`config.mk`:
```
export PLATFORM = sky130hd
export DESIGN_NAME = rtc_regs
export DESIGN_NICKNAME = d
export VERILOG_FILES = /design/src/rtl/rtc_pkg.sv /design/src/rtl/rtc_ctrl.sv /design/src/rtl/rtc_datapath.sv /design/src/rtl/rtc_periodic.sv /design/src/rtl/rtc_regs.sv
export SDC_FILE = /design/constraint.sdc
export NUM_CORES = 1
export LEC_CHECK = 0
export BUFFER_PORTS_ARGS = -buffer_cell sky130_fd_sc_hd__buf_2
export CORE_MARGIN = 2
export CORE_UTILIZATION = 45
export DETAILED_ROUTE_END_ITERATION = 7
export PLACE_DENSITY = 0.65
export SKIP_CTS_REPAIR_TIMING = 1
export SYNTH_ARGS = -nofsm -noshare
export SYNTH_HDL_FRONTEND = slang
export SYNTH_SLANG_ARGS = --single-unit
```
`constraint.sdc`:
```
create_clock -name clk -period 2.95 [get_ports clk]
set_input_delay 0.7375 -clock clk [delete_from_list [all_inputs] [get_ports clk]]
set_output_delay 0.7375 -clock clk [all_outputs]
set_load 0.02 [all_outputs]
```
`src/rtl/rtc_pkg.sv`:
```
package rtc_pkg;
  localparam int DATA_W    = 8;
  localparam int IDX_W     = 4;
  localparam int CAL_BYTES = 10;
  localparam logic [IDX_W-1:0] IDX_STAT_A = 4'hA;
  localparam logic [IDX_W-1:0] IDX_STAT_B = 4'hB;
  localparam logic [IDX_W-1:0] IDX_STAT_C = 4'hC;
  localparam logic [IDX_W-1:0] IDX_LAST   = 4'hD;

  localparam logic [DATA_W-1:0] STAT_A_INIT = 8'h26;  // 32.768 kHz divider + 1024 Hz rate
  localparam int                UIP_BIT     = 7;
  localparam logic [DATA_W-1:0] STAT_B_INIT = 8'h46;  // periodic enable, binary, 24 h
  localparam int                PIE_BIT     = 6;
  localparam logic [DATA_W-1:0] B_FREE_MASK = 8'h48;  // periodic enable, square-wave enable
  localparam logic [DATA_W-1:0] B_FIXED     = 8'h06;  // binary + 24 h must be set

  typedef struct packed {
    logic               idxRd;
    logic               dataRd;
    logic               calWr;
    logic               aWr;
    logic               bWr;
    logic [IDX_W-1:0]   idx;
    logic [DATA_W-1:0]  wdata;
  } rtcStrobe_t;
endpackage

```
`src/rtl/rtc_ctrl.sv`:
```
module rtc_ctrl
  import rtc_pkg::*;
(
  input  logic              clk,
  input  logic              rstN,
  input  logic              busWr,
  input  logic              busRd,
  input  logic              busSel,
  input  logic [DATA_W-1:0] busWdata,
  output rtcStrobe_t        strobe,
  output logic              errFlag
);
  logic [IDX_W-1:0] idxQ;
  logic wrIdx, wrData, idxBad, aBad, bBad, cdWr, errSet;
  logic aOk, bOk;

  assign wrIdx  = busWr & ~busSel;
  assign wrData = busWr &  busSel;
  assign aOk    = (busWdata == STAT_A_INIT);
  assign bOk    = ((busWdata & ~B_FREE_MASK) == B_FIXED);
  assign idxBad = wrIdx && (busWdata > DATA_W'(IDX_LAST));
  assign aBad   = wrData && (idxQ == IDX_STAT_A) && !aOk;
  assign bBad   = wrData && (idxQ == IDX_STAT_B) && !bOk;
  assign cdWr   = wrData && (idxQ >= IDX_STAT_C);
  assign errSet = idxBad | aBad | bBad | cdWr;

  always_ff @(posedge clk) begin
    if (!rstN) begin
      idxQ    <= '0;
      errFlag <= 1'b0;
    end else begin
      if (wrIdx && !idxBad) idxQ <= busWdata[IDX_W-1:0];
      if (errSet) errFlag <= 1'b1;
    end
  end

  always_comb begin
    strobe.idxRd  = busRd & ~busSel;
    strobe.dataRd = busRd &  busSel;
    strobe.calWr  = wrData && (idxQ < IDX_W'(CAL_BYTES));
    strobe.aWr    = wrData && (idxQ == IDX_STAT_A) && aOk;
    strobe.bWr    = wrData && (idxQ == IDX_STAT_B) && bOk;
    strobe.idx    = idxQ;
    strobe.wdata  = busWdata;
  end

  AST_IDX_IN_RANGE: assert property (@(posedge clk) disable iff (!rstN) idxQ <= IDX_LAST);
  AST_BAD_IDX_KEPT: assert property (@(posedge clk) disable iff (!rstN)
    (busWr && !busSel && busWdata > 8'h0D) |=> (errFlag && $stable(idxQ)));
  AST_ERR_STICKY: assert property (@(posedge clk) disable iff (!rstN) errFlag |=> errFlag);
  AST_CD_WRITE_ERR: assert property (@(posedge clk) disable iff (!rstN)
    (busWr && busSel && idxQ >= 4'hC) |=> errFlag);
endmodule

```
`src/rtl/rtc_datapath.sv`:
```
module rtc_datapath
  import rtc_pkg::*;
#(
  parameter int INIT_SEC    = 30,
  parameter int INIT_MIN    = 45,
  parameter int INIT_HOUR   = 13,
  parameter int INIT_WDAY0  = 0,
  parameter int INIT_MDAY   = 15,
  parameter int INIT_MONTH0 = 5,
  parameter int INIT_YEAR   = 124,
  parameter bit YEAR_BCD    = 1'b1
) (
  input  logic              clk,
  input  logic              rstN,
  input  rtcStrobe_t        strobe,
  output logic [DATA_W-1:0] rdData,
  output logic              pieOn
);
  localparam int YEAR_LOW = INIT_YEAR % 100;
  localparam logic [DATA_W-1:0] YEAR_BYTE = YEAR_BCD
    ? DATA_W'(((YEAR_LOW / 10) << 4) | (YEAR_LOW % 10))
    : DATA_W'(INIT_YEAR);

  function automatic logic [DATA_W-1:0] calInit(input int slot);
    case (slot)
      0:       calInit = DATA_W'(INIT_SEC);
      2:       calInit = DATA_W'(INIT_MIN);
      4:       calInit = DATA_W'(INIT_HOUR);
      6:       calInit = DATA_W'(INIT_WDAY0 + 1);
      7:       calInit = DATA_W'(INIT_MDAY);
      8:       calInit = DATA_W'(INIT_MONTH0 + 1);
      9:       calInit = YEAR_BYTE;
      default: calInit = '0;
    endcase
  endfunction

  logic [DATA_W-1:0] calReg [CAL_BYTES];
  logic [DATA_W-1:0] statA, statB, rdMux;
  logic aRd;

  assign aRd   = strobe.dataRd && (strobe.idx == IDX_STAT_A);
  assign pieOn = statB[PIE_BIT];

  always_ff @(posedge clk) begin
    for (int i = 0; i < CAL_BYTES; i++) begin
      if (!rstN) calReg[i] <= calInit(i);
      else if (strobe.calWr && strobe.idx == IDX_W'(i)) calReg[i] <= strobe.wdata;
    end
  end

  always_ff @(posedge clk) begin
    if (!rstN) begin
      statA <= STAT_A_INIT;
      statB <= STAT_B_INIT;
    end else begin
      if (strobe.aWr)  statA <= strobe.wdata;
      else if (aRd)    statA[UIP_BIT] <= ~statA[UIP_BIT];
      if (strobe.bWr)  statB <= strobe.wdata;
    end
  end

  always_comb begin
    if (strobe.idx < IDX_W'(CAL_BYTES)) rdMux = calReg[strobe.idx];
    else if (strobe.idx == IDX_STAT_A)  rdMux = statA ^ (DATA_W'(1) << UIP_BIT);
    else if (strobe.idx == IDX_STAT_B)  rdMux = statB;
    else                                rdMux = '0;
  end

  always_ff @(posedge clk) begin
    if (!rstN)              rdData <= '0;
    else if (strobe.idxRd)  rdData <= {{(DATA_W-IDX_W){1'b0}}, strobe.idx};
    else if (strobe.dataRd) rdData <= rdMux;
  end

  AST_A_FIXED_BITS: assert property (@(posedge clk) disable iff (!rstN) statA[6:0] == 7'h26);
  AST_A_UIP_FLIPS: assert property (@(posedge clk) disable iff (!rstN)
    (aRd && !strobe.aWr) |=> (statA[UIP_BIT] != $past(statA[UIP_BIT])));
  AST_B_SHAPE: assert property (@(posedge clk) disable iff (!rstN) (statB & ~B_FREE_MASK) == B_FIXED);
  AST_CD_READ_ZERO: assert property (@(posedge clk) disable iff (!rstN)
    (strobe.dataRd && strobe.idx >= IDX_STAT_C) |=> rdData == 8'h00);
  AST_RD_HOLD: assert property (@(posedge clk) disable iff (!rstN)
    (!strobe.idxRd && !strobe.dataRd) |=> $stable(rdData));
endmodule

```
`src/rtl/rtc_periodic.sv`:
```
module rtc_periodic #(
  parameter int TICK_CYCLES = 40
) (
  input  logic clk,
  input  logic rstN,
  input  logic enable,
  output logic irq
);
  localparam int CNT_W = (TICK_CYCLES > 2) ? $clog2(TICK_CYCLES) : 1;
  localparam logic [CNT_W-1:0] RELOAD = CNT_W'(TICK_CYCLES - 1);

  logic [CNT_W-1:0] cnt;
  logic enQ;

  always_ff @(posedge clk) begin
    if (!rstN) begin
      cnt <= RELOAD;
      enQ <= 1'b1;
      irq <= 1'b0;
    end else begin
      enQ <= enable;
      if (!enable) begin
        irq <= 1'b0;
      end else if (!enQ) begin
        cnt <= RELOAD;
        irq <= 1'b0;
      end else if (cnt == '0) begin
        cnt <= RELOAD;
        irq <= 1'b1;
      end else begin
        cnt <= cnt - 1'b1;
        irq <= 1'b0;
      end
    end
  end

  AST_IRQ_ONE_CYCLE: assert property (@(posedge clk) disable iff (!rstN) irq |=> !irq);
  AST_IRQ_STOPPED: assert property (@(posedge clk) disable iff (!rstN) !enable |=> !irq);
endmodule

```
`src/rtl/rtc_regs.sv`:
```
module rtc_regs
  import rtc_pkg::*;
#(
  parameter int TICK_CYCLES = 40,
  parameter int INIT_SEC    = 30,
  parameter int INIT_MIN    = 45,
  parameter int INIT_HOUR   = 13,
  parameter int INIT_WDAY0  = 0,
  parameter int INIT_MDAY   = 15,
  parameter int INIT_MONTH0 = 5,
  parameter int INIT_YEAR   = 124,
  parameter bit YEAR_BCD    = 1'b1
) (
  input  logic       clk,
  input  logic       rstN,
  input  logic       busWr,
  input  logic       busRd,
  input  logic       busSel,
  input  logic [7:0] busWdata,
  output logic [7:0] busRdata,
  output logic       periodicIrq,
  output logic       errFlag
);
  rtcStrobe_t strobe;
  logic pieOn;

  rtc_ctrl u_ctrl (
    .clk(clk), .rstN(rstN), .busWr(busWr), .busRd(busRd), .busSel(busSel),
    .busWdata(busWdata), .strobe(strobe), .errFlag(errFlag)
  );

  rtc_datapath #(
    .INIT_SEC(INIT_SEC), .INIT_MIN(INIT_MIN), .INIT_HOUR(INIT_HOUR),
    .INIT_WDAY0(INIT_WDAY0), .INIT_MDAY(INIT_MDAY), .INIT_MONTH0(INIT_MONTH0),
    .INIT_YEAR(INIT_YEAR), .YEAR_BCD(YEAR_BCD)
  ) u_datapath (
    .clk(clk), .rstN(rstN), .strobe(strobe), .rdData(busRdata), .pieOn(pieOn)
  );

  rtc_periodic #(.TICK_CYCLES(TICK_CYCLES)) u_periodic (
    .clk(clk), .rstN(rstN), .enable(pieOn), .irq(periodicIrq)
  );
endmodule

```
==> impl_metrics.tcl <==
set metrics [dict create \
    hp-start "u_datapath.statA[2]" \
    setup_tns_ns 0 \
    worstSetupPathType "reg -> reg" \
    layout.nets 492 \
    ys_async_sr_fraction_pct 0 \
    relSlewSlack_pct 49.6 \
    areaGrowthSynthToFinish_pct 15.4 \
    p_leak_nw 2.25 \
    cellPowerDensity_nw_per_um2 637 \
    r2r-start "u_ctrl.idxQ[0]" \
    antenna_found_initial 0 \
    synth_cells 455 \
    synthSimpleGateAreaFrac_pct 19.9 \
    synth_area_sq_um 5540 \
    status "finished, final reports clean" \
    crit_buf_inv 1 \
    coreArea_sq_um 12000 \
    busiest_layer "met2" \
    hold_viol 0 \
    dp_cells 606 \
    p_switching_mw 0.839 \
    finalCriticalPeriod_ns 2.26 \
    hold_class "reg -> reg" \
    finClkSkew_ns 0.00502 \
    vias 3670 \
    synthTopCellsByArea "edfxtp_1, dfxtp_1, and2_1, mux4_2, mux2i_1" \
    synth_xor_area_share_pct 0.474 \
    period_share_pct 76.5 \
    numClockSinks 121 \
    ys_ff_latch 121 \
    rsz0062_at_grt "false" \
    die_x_um 115 \
    yosysTopAreaCell "edfxtp_1" \
    via_per_inst 5.75 \
    drtIter0Drc 426 \
    crit_required_ns 3.08 \
    ys_seq_area_share_pct 58.2 \
    gr-usage-met1_pct 27.2 \
    place_congestion 0.843 \
    grt_use_met3_pct 5.43 \
    num_antenna_cells 0 \
    pwr-share-seq_pct 45.8 \
    clk_latency_ns 0.42 \
    fin_util_pct 53.2 \
    cpMaxStageDelayCell "dfxtp_1" \
    overflow 0 \
    worst_pin_slew_ns 0.755 \
    grt.total_usage_pct 20.4 \
    dieArea_sq_um 13200 \
    h-tree-depth 4 \
    synthMuxAreaShare_pct 10.1 \
    numCtsBuffers 17 \
    synth_edf_count 80 \
    start_kind "flip-flop" \
    cts_buffer_depth 2 \
    crit_family "flip-flops" \
    pin_count 23 \
    grt_pass1_vias 3660 \
    gr-usage-met2_pct 30.7 \
    root_buffer "clkbuf_16" \
    layout_commonest_cell "edfxtp_1" \
    die_y_um 115 \
    clock.fmax_ghz 0.443 \
    firstDrtPassIters 5 \
    grt_max_degree 23 \
    maxCapViolations 0 \
    ys_warn_count 0 \
    cp-end-kind "flip-flop" \
    post-dp-hpwl_um 8590 \
    synth_top_family_by_area "simple AND/OR/NAND/NOR gates" \
    pwr-share-clk_pct 49.6 \
    post_drt_wl_per_cell_um 19.7 \
    path_cells "nand4_1 -> o21ai_0 -> buf_4" \
    ir_worst_vdd_mv 0.387 \
    synth_nets 469 \
    clkTransAtPathRegs_ns 0.05 \
    antenna_left 0 \
    drive_above_1_share_pct 18.1 \
    cp.arrival_ns 2.39 \
    cts_tree "yes" \
    drt-total-wl_um 12500 \
    layout.cells.non_filler 638 \
    synth_compound_area_share_pct 7.95 \
    slew_viol_final 0 \
    synthFlopType "edfxtp_1" \
    setup_viol 0 \
    power_frac_comb_pct 4.5 \
    rows 40 \
    ys_types 51 \
    internal-power_mw 3.23 \
    synth_top_area_share_pct 43.4 \
    drc 0 \
    cp-startpoint "u_ctrl.idxQ[0]" \
    sw_frac_of_total_pct 20.6 \
    port_buffers 22 \
    mostFrequentLayoutCells "edfxtp_1, and2_1, dfxtp_1, nor2_1" \
    grt_pass1_wl_um 19600 \
    critical-path-max-stage-delay_ns 0.71 \
    synth_fa_ha_area_share_pct 0.226 \
    syn_avg_cell_area_sq_um 12.2 \
    start_util_pct 46.1 \
    crit_fanout 17 \
]
-- power by group through the flow --
stage / Combinational, mW / Sequential [mW] / Clock (mW)
CTS: 0.185 / 1.87 / 2.05
global route: 0.202 / 1.87 / 2.12
floorplan: 0.109 / 1.90 / 0
global placement: 0.181 / 1.90 / 0
finish: 0.185 / 1.87 / 2.02
detailed placement: 0.184 / 1.90 / 0
-- registers in the layout, summed over array words and instances, names as in the netlist, named ones only --
signal	cells
u_datapath.statA	8
u_periodic.irq	1
u_ctrl.errFlag	1
u_ctrl.idxQ	4
u_datapath.calReg	80
u_datapath.rdData	8
u_datapath.statB	8
u_periodic.cnt	6
u_periodic.enQ	1
-- cells by family after synthesis --
logic type | Yosys count
simple gates | 192
xor+xnor | 3
mux | 35
fa+ha+maj | 1
buf+inv | 40
compound gates | 63
flops | 121
-- stage by stage --
stage	instance area (sq um)	power [mW]	hold WS (ns)	setup WS, ns
3_5_place_dp	5810	2.08	0.428	0.481
4_1_cts	6390	4.10	0.445	0.692
5_1_grt	6390	4.19	0.453	0.506
6_report	6390	4.07	0.442	0.694
2_1_floorplan	5540	2.01	0.410	0.495
3_3_place_gp	5810	2.08	0.423	0.549
-- synth_stat cells, types with 2 or more instances --
cell type and n:
a211oi_1 5, a21boi_0 5, a21oi_1 6, a221o_1 3, a221oi_1 3, and2_1 62, and3_1 3, buf_2 8
buf_6 2, clkbuf_1 21, dfxtp_1 41, edfxtp_1 80, inv_1 7, mux2_2 5, mux2i_1 14, mux4_2 16
nand2_1 22, nand2b_1 15, nand3_1 6, nand3b_1 4, nand4_1 3, nor2_1 25, nor2b_1 10, nor3_1 11
nor4_1 2, nor4b_1 2, o2111ai_1 2, o211a_1 3, o211ai_1 4, o21ai_0 20, o221ai_1 3, o22ai_1 2
or3_1 20, or3b_1 2, xnor2_1 2
-- worst paths after layout --
kind                             endpoint  slack (ns)  cells after the start
hold reg to reg       u_datapath.statA[2]        0.44                      1
setup reg to reg  u_datapath.calReg[3][3]        0.69                      3
hold / removal        u_datapath.statA[2]        0.44                      1
setup / recovery  u_datapath.calReg[3][3]        0.69                      3
-- final cells by class --
type                    count  area, sq um
fillers                  1036         5620
clock inverters             8         93.8
clock buffers              24          492
repair buffers             37          235
inverters                   7         26.3
multi-input cells         294         2140
flip-flops and latches    121         3220
well taps                 147          184
-- per-layer routing --
| layer | wire length, um | vias to the layer above |
|---|---|---|
| li1 | - | 1713 |
| met1 | 5490 | 1791 |
| met2 | 5850 | 132 |
| met3 | 805 | 34 |
| met4 | 393 | 0 |
| met5 | 0 | - |
(Power assumes the default switching activity.)
